File: src/rtl/i2c_evt_pkg.sv
package i2c_evt_pkg;
  // Status / mask bit positions (software decodes these)
  localparam int B_COMP   = 0;
  localparam int B_ACK    = 1;
  localparam int B_HSNACK = 2;
  localparam int B_RSDONE = 4;
  // Start command bit positions (the bus engine decodes these)
  localparam int B_GO     = 0;
  localparam int B_MTRIG  = 14;
  localparam int B_MCFG   = 15;
endpackage

File: src/rtl/evt_status_regs.sv
module evt_status_regs
  import i2c_evt_pkg::*;
#(
  parameter int REG_W = 16
) (
  input  logic             clk,
  input  logic             rst,
  input  logic [REG_W-1:0] ev_vec,
  input  logic             we,
  input  logic             sel,
  input  logic [REG_W-1:0] wdata,
  output logic [REG_W-1:0] rdata_q,
  output logic             irq_q
);
  localparam logic [REG_W-1:0] VALID =
    REG_W'((1 << B_COMP) | (1 << B_ACK) | (1 << B_HSNACK) | (1 << B_RSDONE));

  logic [REG_W-1:0] stat_q, stat_n;
  logic [REG_W-1:0] mask_q, mask_n;
  logic [REG_W-1:0] clr_vec;

  always_comb begin
    clr_vec = (we && !sel) ? wdata : '0;
    // events override a same-cycle clear
    stat_n  = ((stat_q & ~clr_vec) | ev_vec) & VALID;
    mask_n  = (we && sel) ? (wdata & VALID) : mask_q;
  end

  always_ff @(posedge clk) begin
    if (rst) begin
      stat_q  <= '0;
      mask_q  <= '0;
      rdata_q <= '0;
      irq_q   <= 1'b0;
    end else begin
      stat_q  <= stat_n;
      mask_q  <= mask_n;
      rdata_q <= sel ? mask_n : stat_n;
      irq_q   <= |(stat_n & mask_n);
    end
  end


  w1c_clears_chk: assert property (@(posedge clk) disable iff (rst)
    (we && !sel) |=> ((stat_q & $past(wdata) & ~$past(ev_vec)) == '0));

  event_wins_chk: assert property (@(posedge clk) disable iff (rst)
    (|ev_vec) |=> ((stat_q & $past(ev_vec)) == $past(ev_vec)));

  irq_match_chk: assert property (@(posedge clk) disable iff (rst)
    irq_q == (|(stat_q & mask_q)));

  reserved_zero_chk: assert property (@(posedge clk) disable iff (rst)
    ((stat_q | mask_q) & ~VALID) == '0);
endmodule

File: src/rtl/evt_tracker.sv
module evt_tracker
  import i2c_evt_pkg::*;
#(
  parameter int REG_W    = 16,
  parameter int CNT_W    = 8,
  parameter int MIN_MSGS = 2
) (
  input  logic             clk,
  input  logic             rst,
  input  logic [REG_W-1:0] ev_vec,
  input  logic             xfer_clear,
  input  logic             seq_start,
  input  logic             cfg_auto_rs,
  input  logic [CNT_W-1:0] cfg_msg_cnt,
  input  logic             cfg_fast,
  output logic             done_q,
  output logic             err_q,
  output logic             go_v_q,
  output logic [REG_W-1:0] go_cmd_q
);
  localparam logic [REG_W-1:0] GO_WORD =
    REG_W'((1 << B_GO) | (1 << B_MTRIG) | (1 << B_MCFG));

  logic [REG_W-1:0] acc_q, acc_base, acc_n;
  logic             seen_q, seen_base;
  logic             armed_q, arm_cond, swallow, fin;

  always_comb begin
    acc_base  = xfer_clear ? '0 : acc_q;
    seen_base = xfer_clear ? 1'b0 : seen_q;
    acc_n     = acc_base | ev_vec;
    swallow   = armed_q && ev_vec[B_RSDONE];
    fin       = acc_n[B_COMP] || (acc_n[B_RSDONE] && cfg_auto_rs);
    arm_cond  = cfg_auto_rs && cfg_fast && (cfg_msg_cnt >= CNT_W'(MIN_MSGS));
  end

  always_ff @(posedge clk) begin
    if (rst) begin
      acc_q    <= '0;
      seen_q   <= 1'b0;
      armed_q  <= 1'b0;
      done_q   <= 1'b0;
      err_q    <= 1'b0;
      go_v_q   <= 1'b0;
      go_cmd_q <= '0;
    end else begin
      if (seq_start)    armed_q <= arm_cond;
      else if (swallow) armed_q <= 1'b0;

      if (swallow) begin
        acc_q    <= '0;
        seen_q   <= seen_base;
        done_q   <= 1'b0;
        err_q    <= 1'b0;
        go_v_q   <= 1'b1;
        go_cmd_q <= GO_WORD;
      end else begin
        acc_q    <= acc_n;
        seen_q   <= seen_base | fin;
        done_q   <= fin & ~seen_base;
        err_q    <= acc_n[B_ACK] | acc_n[B_HSNACK];
        go_v_q   <= 1'b0;
        go_cmd_q <= '0;
      end
    end
  end


  no_done_on_go_chk: assert property (@(posedge clk) disable iff (rst)
    go_v_q |-> !done_q);

  go_single_chk: assert property (@(posedge clk) disable iff (rst)
    go_v_q |=> !go_v_q);

  done_single_chk: assert property (@(posedge clk) disable iff (rst)
    done_q |=> !done_q);

  err_cleared_chk: assert property (@(posedge clk) disable iff (rst)
    (xfer_clear && !ev_vec[B_ACK] && !ev_vec[B_HSNACK]) |=> !err_q);

  go_value_chk: assert property (@(posedge clk) disable iff (rst)
    go_v_q |-> (go_cmd_q == GO_WORD));
endmodule

File: src/rtl/i2c_evt_agg.sv
module i2c_evt_agg
  import i2c_evt_pkg::*;
#(
  parameter int REG_W    = 16,
  parameter int CNT_W    = 8,
  parameter int MIN_MSGS = 2
) (
  input  logic             clk,
  input  logic             rst,
  input  logic             reg_we,
  input  logic             reg_sel,
  input  logic [REG_W-1:0] reg_wdata,
  output logic [REG_W-1:0] reg_rdata,
  input  logic             ev_comp,
  input  logic             ev_ackerr,
  input  logic             ev_hsnack,
  input  logic             ev_rsdone,
  input  logic             xfer_clear,
  input  logic             seq_start,
  input  logic             cfg_auto_rs,
  input  logic [CNT_W-1:0] cfg_msg_cnt,
  input  logic             cfg_fast,
  output logic             irq,
  output logic             done_pulse,
  output logic             err_flag,
  output logic             go_valid,
  output logic [REG_W-1:0] go_cmd
);
  logic [REG_W-1:0] ev_vec;

  always_comb begin
    ev_vec           = '0;
    ev_vec[B_COMP]   = ev_comp;
    ev_vec[B_ACK]    = ev_ackerr;
    ev_vec[B_HSNACK] = ev_hsnack;
    ev_vec[B_RSDONE] = ev_rsdone;
  end

  evt_status_regs #(.REG_W(REG_W)) u_regs (
    .clk    (clk),
    .rst    (rst),
    .ev_vec (ev_vec),
    .we     (reg_we),
    .sel    (reg_sel),
    .wdata  (reg_wdata),
    .rdata_q(reg_rdata),
    .irq_q  (irq)
  );

  evt_tracker #(.REG_W(REG_W), .CNT_W(CNT_W), .MIN_MSGS(MIN_MSGS)) u_trk (
    .clk        (clk),
    .rst        (rst),
    .ev_vec     (ev_vec),
    .xfer_clear (xfer_clear),
    .seq_start  (seq_start),
    .cfg_auto_rs(cfg_auto_rs),
    .cfg_msg_cnt(cfg_msg_cnt),
    .cfg_fast   (cfg_fast),
    .done_q     (done_pulse),
    .err_q      (err_flag),
    .go_v_q     (go_valid),
    .go_cmd_q   (go_cmd)
  );


  reset_quiet_chk: assert property (@(posedge clk)
    rst |=> (!irq && !done_pulse && !err_flag && !go_valid));
endmodule

File: config.mk
export PLATFORM = sky130hd
export DESIGN_NAME = i2c_evt_agg
export DESIGN_NICKNAME = d
export VERILOG_FILES = /design/src/rtl/i2c_evt_pkg.sv /design/src/rtl/evt_status_regs.sv /design/src/rtl/evt_tracker.sv /design/src/rtl/i2c_evt_agg.sv
export SDC_FILE = /design/constraint.sdc
export NUM_CORES = 1
export LEC_CHECK = 0
export CORE_MARGIN = 1
export CORE_UTILIZATION = 43
export DETAILED_ROUTE_END_ITERATION = 16
export PLACE_DENSITY_LB_ADDON = 0.08
export SYNTH_ARGS = -nofsm -noshare
export SYNTH_HDL_FRONTEND = slang
export SYNTH_SLANG_ARGS = --single-unit
File: constraint.sdc
create_clock -name clk -period 1.85 [get_ports clk]
set_clock_uncertainty 0.2 [all_clocks]
set_input_delay 0.37 -clock clk [delete_from_list [all_inputs] [get_ports clk]]
set_output_delay 0.37 -clock clk [all_outputs]
set_load 0.005 [all_outputs]
==> impl_metrics.json, run 1 <==
{
  "status": "completed",
  "synth-edff-count": 0,
  "dieArea_um2": 4483,
  "antenna_left": 0,
  "clk_pin_slew_ns": 0.08,
  "pre_cts_slack_ns": -0.4354,
  "min_period_over_period_pct": 97.93,
  "fin_area_um2": 2539,
  "gp_congestion": 0.7920,
  "path_cells": "clkdlybuf4s50_1 > and4bb_1 > or4_4 > a41oi_2",
  "coreArea_um2": 4029,
  "report.final.slew_viol_count": 0,
  "reg2reg_from": "u_regs.mask_q[0]$_SDFF_PP0_",
  "drive_above_1_share_pct": 16.22,
  "num_rows": 23,
  "htreeDepth": 2,
  "antenna-diode-count": 0,
  "synth_cell_type_count": 30,
  "min_path_cells": 1,
  "power.density_nw_per_um2": 744.8,
  "ys_seq_elements": 46,
  "clk_latency_ns": 0.30,
  "crit_required_ns": 1.87,
  "vias": 1531,
  "crit_path_max_incr_delay_ns": 0.53,
  "slowest_stage": "or4_4",
  "r2r_cells": 3,
  "cts_tree": "built",
  "fin_setup_tns_ns": 0,
  "areaGrowthSynthToFinish_pct": 39.93,
  "rsz0062_at_grt": "no",
  "place_area_um2": 2390,
  "grt_overflow": 0,
  "cp_num_buf_inv": 1,
  "crit_fanout": 2,
  "hp-class": "flop to flop",
  "cp_top_family": "simple AND/OR/NAND/NOR gates",
  "avgSynthCellArea_um2": 9.599,
  "synthFlopType": "dfxtp_1",
  "first_pass_iters": 4,
  "min_period_ns": 1.812,
  "synth_area_leaders": "dfxtp_1 51%, and2_1 8.6%, buf_4 7.4%, a21oi_1 4.7%, nand2_1 2.9%",
  "whs_endpoint": "u_regs.rdata_q[10]$_SDFF_PP0_",
  "fin_nets": 294,
  "yosys-top-cells-count": "46 x dfxtp_1, 25 x and2_1, 18 x buf_4",
  "wire_per_inst_um": 12.58,
  "synth_top_area_share_pct": 50.76,
  "synthCells": 189,
  "ys_warn_count": 0,
  "drc": 0,
  "synth_top_cell_by_area": "dfxtp_1",
  "die_w_um": 66.96,
  "grt_pass1_vias": 1423,
  "cts_sinks": 46,
  "irDropWorstVdd_v": 0.0005027,
  "regToRegSetupSlack_ns": 0.44,
  "hold_buffers": 0,
  "drv_cap": 0,
  "setup_ws_ns": 0.03833,
  "die_h_um": 66.96,
  "cts_max_path_buffers": 2,
  "hold_viol_final": 0,
  "async_flop_share_pct": 0,
  "grt_antenna_before_repair": 0,
  "setup.worst_path.end_class": "flop",
  "yosysMostFrequentCell": "dfxtp_1",
  "power_leakage_uw": 0.001085,
  "path_class": "input pin to flop",
  "syn_area_um2": 1814,
  "io_pins": 72,
  "setup_viol": 0,
  "dp_hpwl_um": 2846,
  "start_util_pct": 45.03,
  "drt_first_iter_violations": 38,
  "reg2reg_to": "u_regs.irq_q$_SDFF_PP0_",
  "max_freq_mhz": 552.0,
  "timing.hold.ws_ns": 0.2496,
  "grt_pass1_wl_um": 6092,
  "cp_data_arrival_time_ns": 1.84,
  "wl_um": 3887,
  "min_from": "u_regs.mask_q[10]$_SDFF_PP0_",
  "vias_per_cell": 4.955,
  "portBuffers": 45,
  "root_buffer": "clkbuf_8",
  "synth_seq_area_share_pct": 50.76,
  "cts_inserted_buffers": 5,
  "grt_start_max_net_pins": 17,
  "worstSetupStartpointType": "input pin",
  "grt_use_total_pct": 18.54
}
-- layout make-up --
class / count / area (um^2)
multi-input combinational: 127 / 763.2
timing repair buffer: 75 / 694.4
clock inverter: 2 / 13.76
tap: 50 / 62.56
inverter: 3 / 11.26
clock buffer: 6 / 72.57
fill: 363 / 1490
sequential: 46 / 920.9
-- how the worst max path moves through the flow --
stage                     depth (start not counted)  slack (ns)  startpoint                 endpoint
after floorplan                                   4        0.19   ev_rsdone  u_regs.irq_q$_SDFF_PP0_
after global placement                            5       -0.34     reg_sel  u_regs.irq_q$_SDFF_PP0_
after detailed placement                          5       -0.44     reg_sel  u_regs.irq_q$_SDFF_PP0_
after CTS                                         5       -0.07     reg_sel  u_regs.irq_q$_SDFF_PP0_
after global routing                              4       0.009     ev_comp  u_regs.irq_q$_SDFF_PP0_
final                                             4        0.04   ev_ackerr  u_regs.irq_q$_SDFF_PP0_
-- logic make-up after synthesis --
logic type             synth area share (%)
buffers and inverters                 10.00
other                                0.2067
AO/OA/AOI/OAI                         11.93
AND/OR/NAND/NOR                       27.10
flip-flops                            50.76
-- repair_timing --
item,4_1_cts,5_1_grt
setup buffers,2,1
gates cloned,0,2
gates resized for setup,2,9
pin swaps,0,1
setup endpoints to repair,13,1
-- registers in the layout, indices dropped and copies added, names as in the netlist --
register and flops:
u_trk.err_q 1, u_trk.go_cmd_q 1, u_trk.done_q 1, u_regs.stat_q 4
u_regs.irq_q 1, u_regs.rdata_q 16, u_trk.acc_q 4, u_trk.seen_q 1
u_regs.mask_q 16, u_trk.armed_q 1
-- routing by layer --
| metal | wire, um | up-vias | global-route usage (%) | part of all wire [%] |
|---|---|---|---|---|
| met3 | 202 | 14 | 4.966 | 5.2 |
| met1 | 1632 | 714 | 19.94 | 42 |
| li1 | - | 754 | - | - |
| met2 | 1928 | 49 | 32.83 | 50 |
| met4 | 124 | 0 | 9.574 | 3.2 |
| met5 | 0 | - | 0 | 0 |
-- through the flow --
stage / utilization, % / std cells / total power [uW]
finish: 63.01 / 309 / 1891
global route: 63.01 / 309 / 1984
CTS: 61.99 / 306 / 1904
detailed placement: 59.32 / 296 / 1302
global placement: 59.32 / 296 / 1293
floorplan: - / 201 / 1180
-- report_power, final --
group	switching, uW	internal (uW)
Sequential	15.1	1020
Clock	330	267
Combinational	107	150
Total	452	1440
-- cells in the final DEF, fill, tap and decap left out --
cell	count
and2_1	25
or4_4	2
or3b_2	1
buf_4	27
a22oi_1	1
o21ai_0	2
nor3b_1	2
nand2b_1	4
clkinv_4	1
or3_1	1
nand3b_1	4
conb_1	13
a41oi_2	1
buf_6	3
dfxtp_1	46
clkinv_2	1
nor2_1	13
and3b_1	4
o21bai_1	1
or4_1	3
dlymetal6s2s_1	3
nor2_2	1
a211oi_1	4
a311oi_1	4
nor2b_1	3
a21oi_1	17
clkbuf_8	5
o2111ai_1	1
o311ai_0	1
nand2_1	14
inv_1	3
clkbuf_1	1
clkdlybuf4s50_1	42
a21o_1	1
and4bb_1	4
(Power assumes the default switching activity.)
==> inputs of run 2 (changes only) <==
--- a/config.mk
+++ b/config.mk
@@ -5,8 +5,11 @@
 export SDC_FILE = /design/constraint.sdc
 export NUM_CORES = 1
 export LEC_CHECK = 0
+export CELL_PAD_IN_SITES_DETAIL_PLACEMENT = 1
+export CELL_PAD_IN_SITES_GLOBAL_PLACEMENT = 2
 export CORE_MARGIN = 1
-export CORE_UTILIZATION = 43
+export CORE_UTILIZATION = 25
+export CTS_CLUSTER_SIZE = 8
 export DETAILED_ROUTE_END_ITERATION = 16
 export PLACE_DENSITY_LB_ADDON = 0.08
 export SYNTH_ARGS = -nofsm -noshare
==> run 2 against run 1 <==
Compared with the run above: global-route usage is 6.1 points lower; clock-buffer cell count is 1 lower; hold slack better by 0.0017 ns; clock power is 3.4% higher; critical path depth stayed put; maximum frequency is 2.2% higher; sequential cell count stayed put; via count is 3.7% lower; combinational power hardly changed; register-to-register slack better by 0.02 ns; largest power group unchanged; non-clock buffer count is 9 lower; utilization is 26 points lower.
==> impl_metrics.json, run 2 (synthesized netlist as in run 1, its figures left out) <==
{
  "drt_first_iter_violations": 47,
  "multi_input_area_um2": 770.7,
  "vias": 1474,
  "path_class": "input pin to flop",
  "irDropWorstVdd_v": 0.0003256,
  "final_common_cell": "dfxtp_1",
  "timing.hold.ws_ns": 0.2512,
  "start_util_pct": 26.27,
  "crit_fanout": 5,
  "grt_use_total_pct": 12.48,
  "instances_no_fill": 346,
  "max_freq_mhz": 564.4,
  "antenna-diode-count": 0,
  "hp-class": "flop to flop",
  "coreArea_um2": 6907,
  "grt_pass1_wl_um": 7113,
  "grt_antenna_before_repair": 0,
  "regToRegSetupSlack_ns": 0.46,
  "antenna_left": 0,
  "report.final.slew_viol_count": 0,
  "cts_tree": "built",
  "fin_total_pwr_uw": 1913,
  "dieArea_um2": 7601,
  "top_regs": "u_regs.mask_q: 16 flops, u_regs.rdata_q: 16 flops",
  "htreeDepth": 2,
  "die_w_um": 87.19,
  "cts_setup_buffers": 0,
  "final_cell_mix": "46 x dfxtp_1, 43 x clkdlybuf4s50_1, 25 x and2_1",
  "num_rows": 30,
  "drive_above_1_share_pct": 14.40,
  "cts_sinks": 46,
  "fin_nets": 285,
  "die_h_um": 87.19,
  "grt_overflow": 0,
  "clk_latency_ns": 0.30,
  "crit_required_ns": 1.88,
  "wire_per_inst_um": 13.11,
  "vias_per_cell": 4.260,
  "setup.worst_path.end_class": "flop",
  "first_pass_iters": 4,
  "drc": 0,
  "gp_congestion": 0.7163,
  "rsz0062_at_grt": "no",
  "grt_start_max_net_pins": 16,
  "power.density_nw_per_um2": 745.2,
  "grt_pass1_vias": 1543,
  "setup_ws_ns": 0.07816,
  "cp_data_arrival_time_ns": 1.81,
  "ff_latch_area_um2": 920.9,
  "dp_hpwl_um": 3402,
  "setup_viol": 0,
  "min_period_over_period_pct": 95.77,
  "hold_viol_final": 0,
  "areaGrowthSynthToFinish_pct": 41.52,
  "cts_inserted_buffers": 5,
  "wl_um": 4535,
  "root_buffer": "clkbuf_8",
  "clk_pin_slew_ns": 0.09,
  "post-place-cells": 337,
  "pre_cts_slack_ns": -0.4154,
  "worstSetupStartpointType": "input pin",
  "status": "completed",
  "drv_cap": 0,
  "cts_max_path_buffers": 2,
  "fillerInstances": 854,
  "portBuffers": 45,
  "power_leakage_uw": 0.001045,
  "io_pins": 72,
  "min_period_ns": 1.772,
  "hold_buffers": 0
}
## run 2: final timing paths
kind                                        end                    startpoint  cells past startpoint
hold / removal    u_regs.rdata_q[14]$_SDFF_PP0_  u_regs.mask_q[14]$_SDFF_PP0_                      1
setup reg to reg        u_regs.irq_q$_SDFF_PP0_   u_regs.mask_q[4]$_SDFF_PP0_                      3
setup / recovery        u_regs.irq_q$_SDFF_PP0_                  reg_wdata[4]                      4
hold reg to reg   u_regs.rdata_q[14]$_SDFF_PP0_  u_regs.mask_q[14]$_SDFF_PP0_                      1
## run 2: layout make-up
class / count / share of cell area (%)
clock buffer: 5 / 2.680
clock inverter: 3 / 0.8285
inverter: 3 / 0.4386
multi-input combinational: 127 / 30.02
sequential: 46 / 35.87
tap: 96 / 4.678
timing repair buffer: 66 / 25.49
## run 2: layer usage
metal,up-vias,wire [um],global-route usage [%]
met5,-,0,0
met4,0,74,5.067
met3,7,172,3.318
met2,34,2276,21.90
met1,705,2012,14.39
li1,728,-,-
## run 2: worst max-delay path, stage by stage
cell and delay, ns:
clkdlybuf4s50_1 0.48, and4bb_1 0.24, or4_4 0.54, a41oi_2 0.18
## run 2: timing repair
action | CTS | global route
cloned | 1 | 0
gates resized for setup | 7 | 1
setup endpoints to repair | 13 | 13
## run 2: power breakdown
group          internal, uW  total (uW)  leakage [uW]  switching [uW]
combinational           149         259      0.000624             109
clock                   266         617     0.0000441             351
sequential             1020        1040      0.000376            15.8
## run 2: per-stage QoR
stage               utilization [%]  area, um^2  TNS (ns)
finish                        37.17        2567         0
global route                  37.17        2567         0
CTS                           37.14        2565         0
detailed placement            35.07        2422    -6.947
global placement              35.07        2422    -6.693
floorplan                         -        1859         0
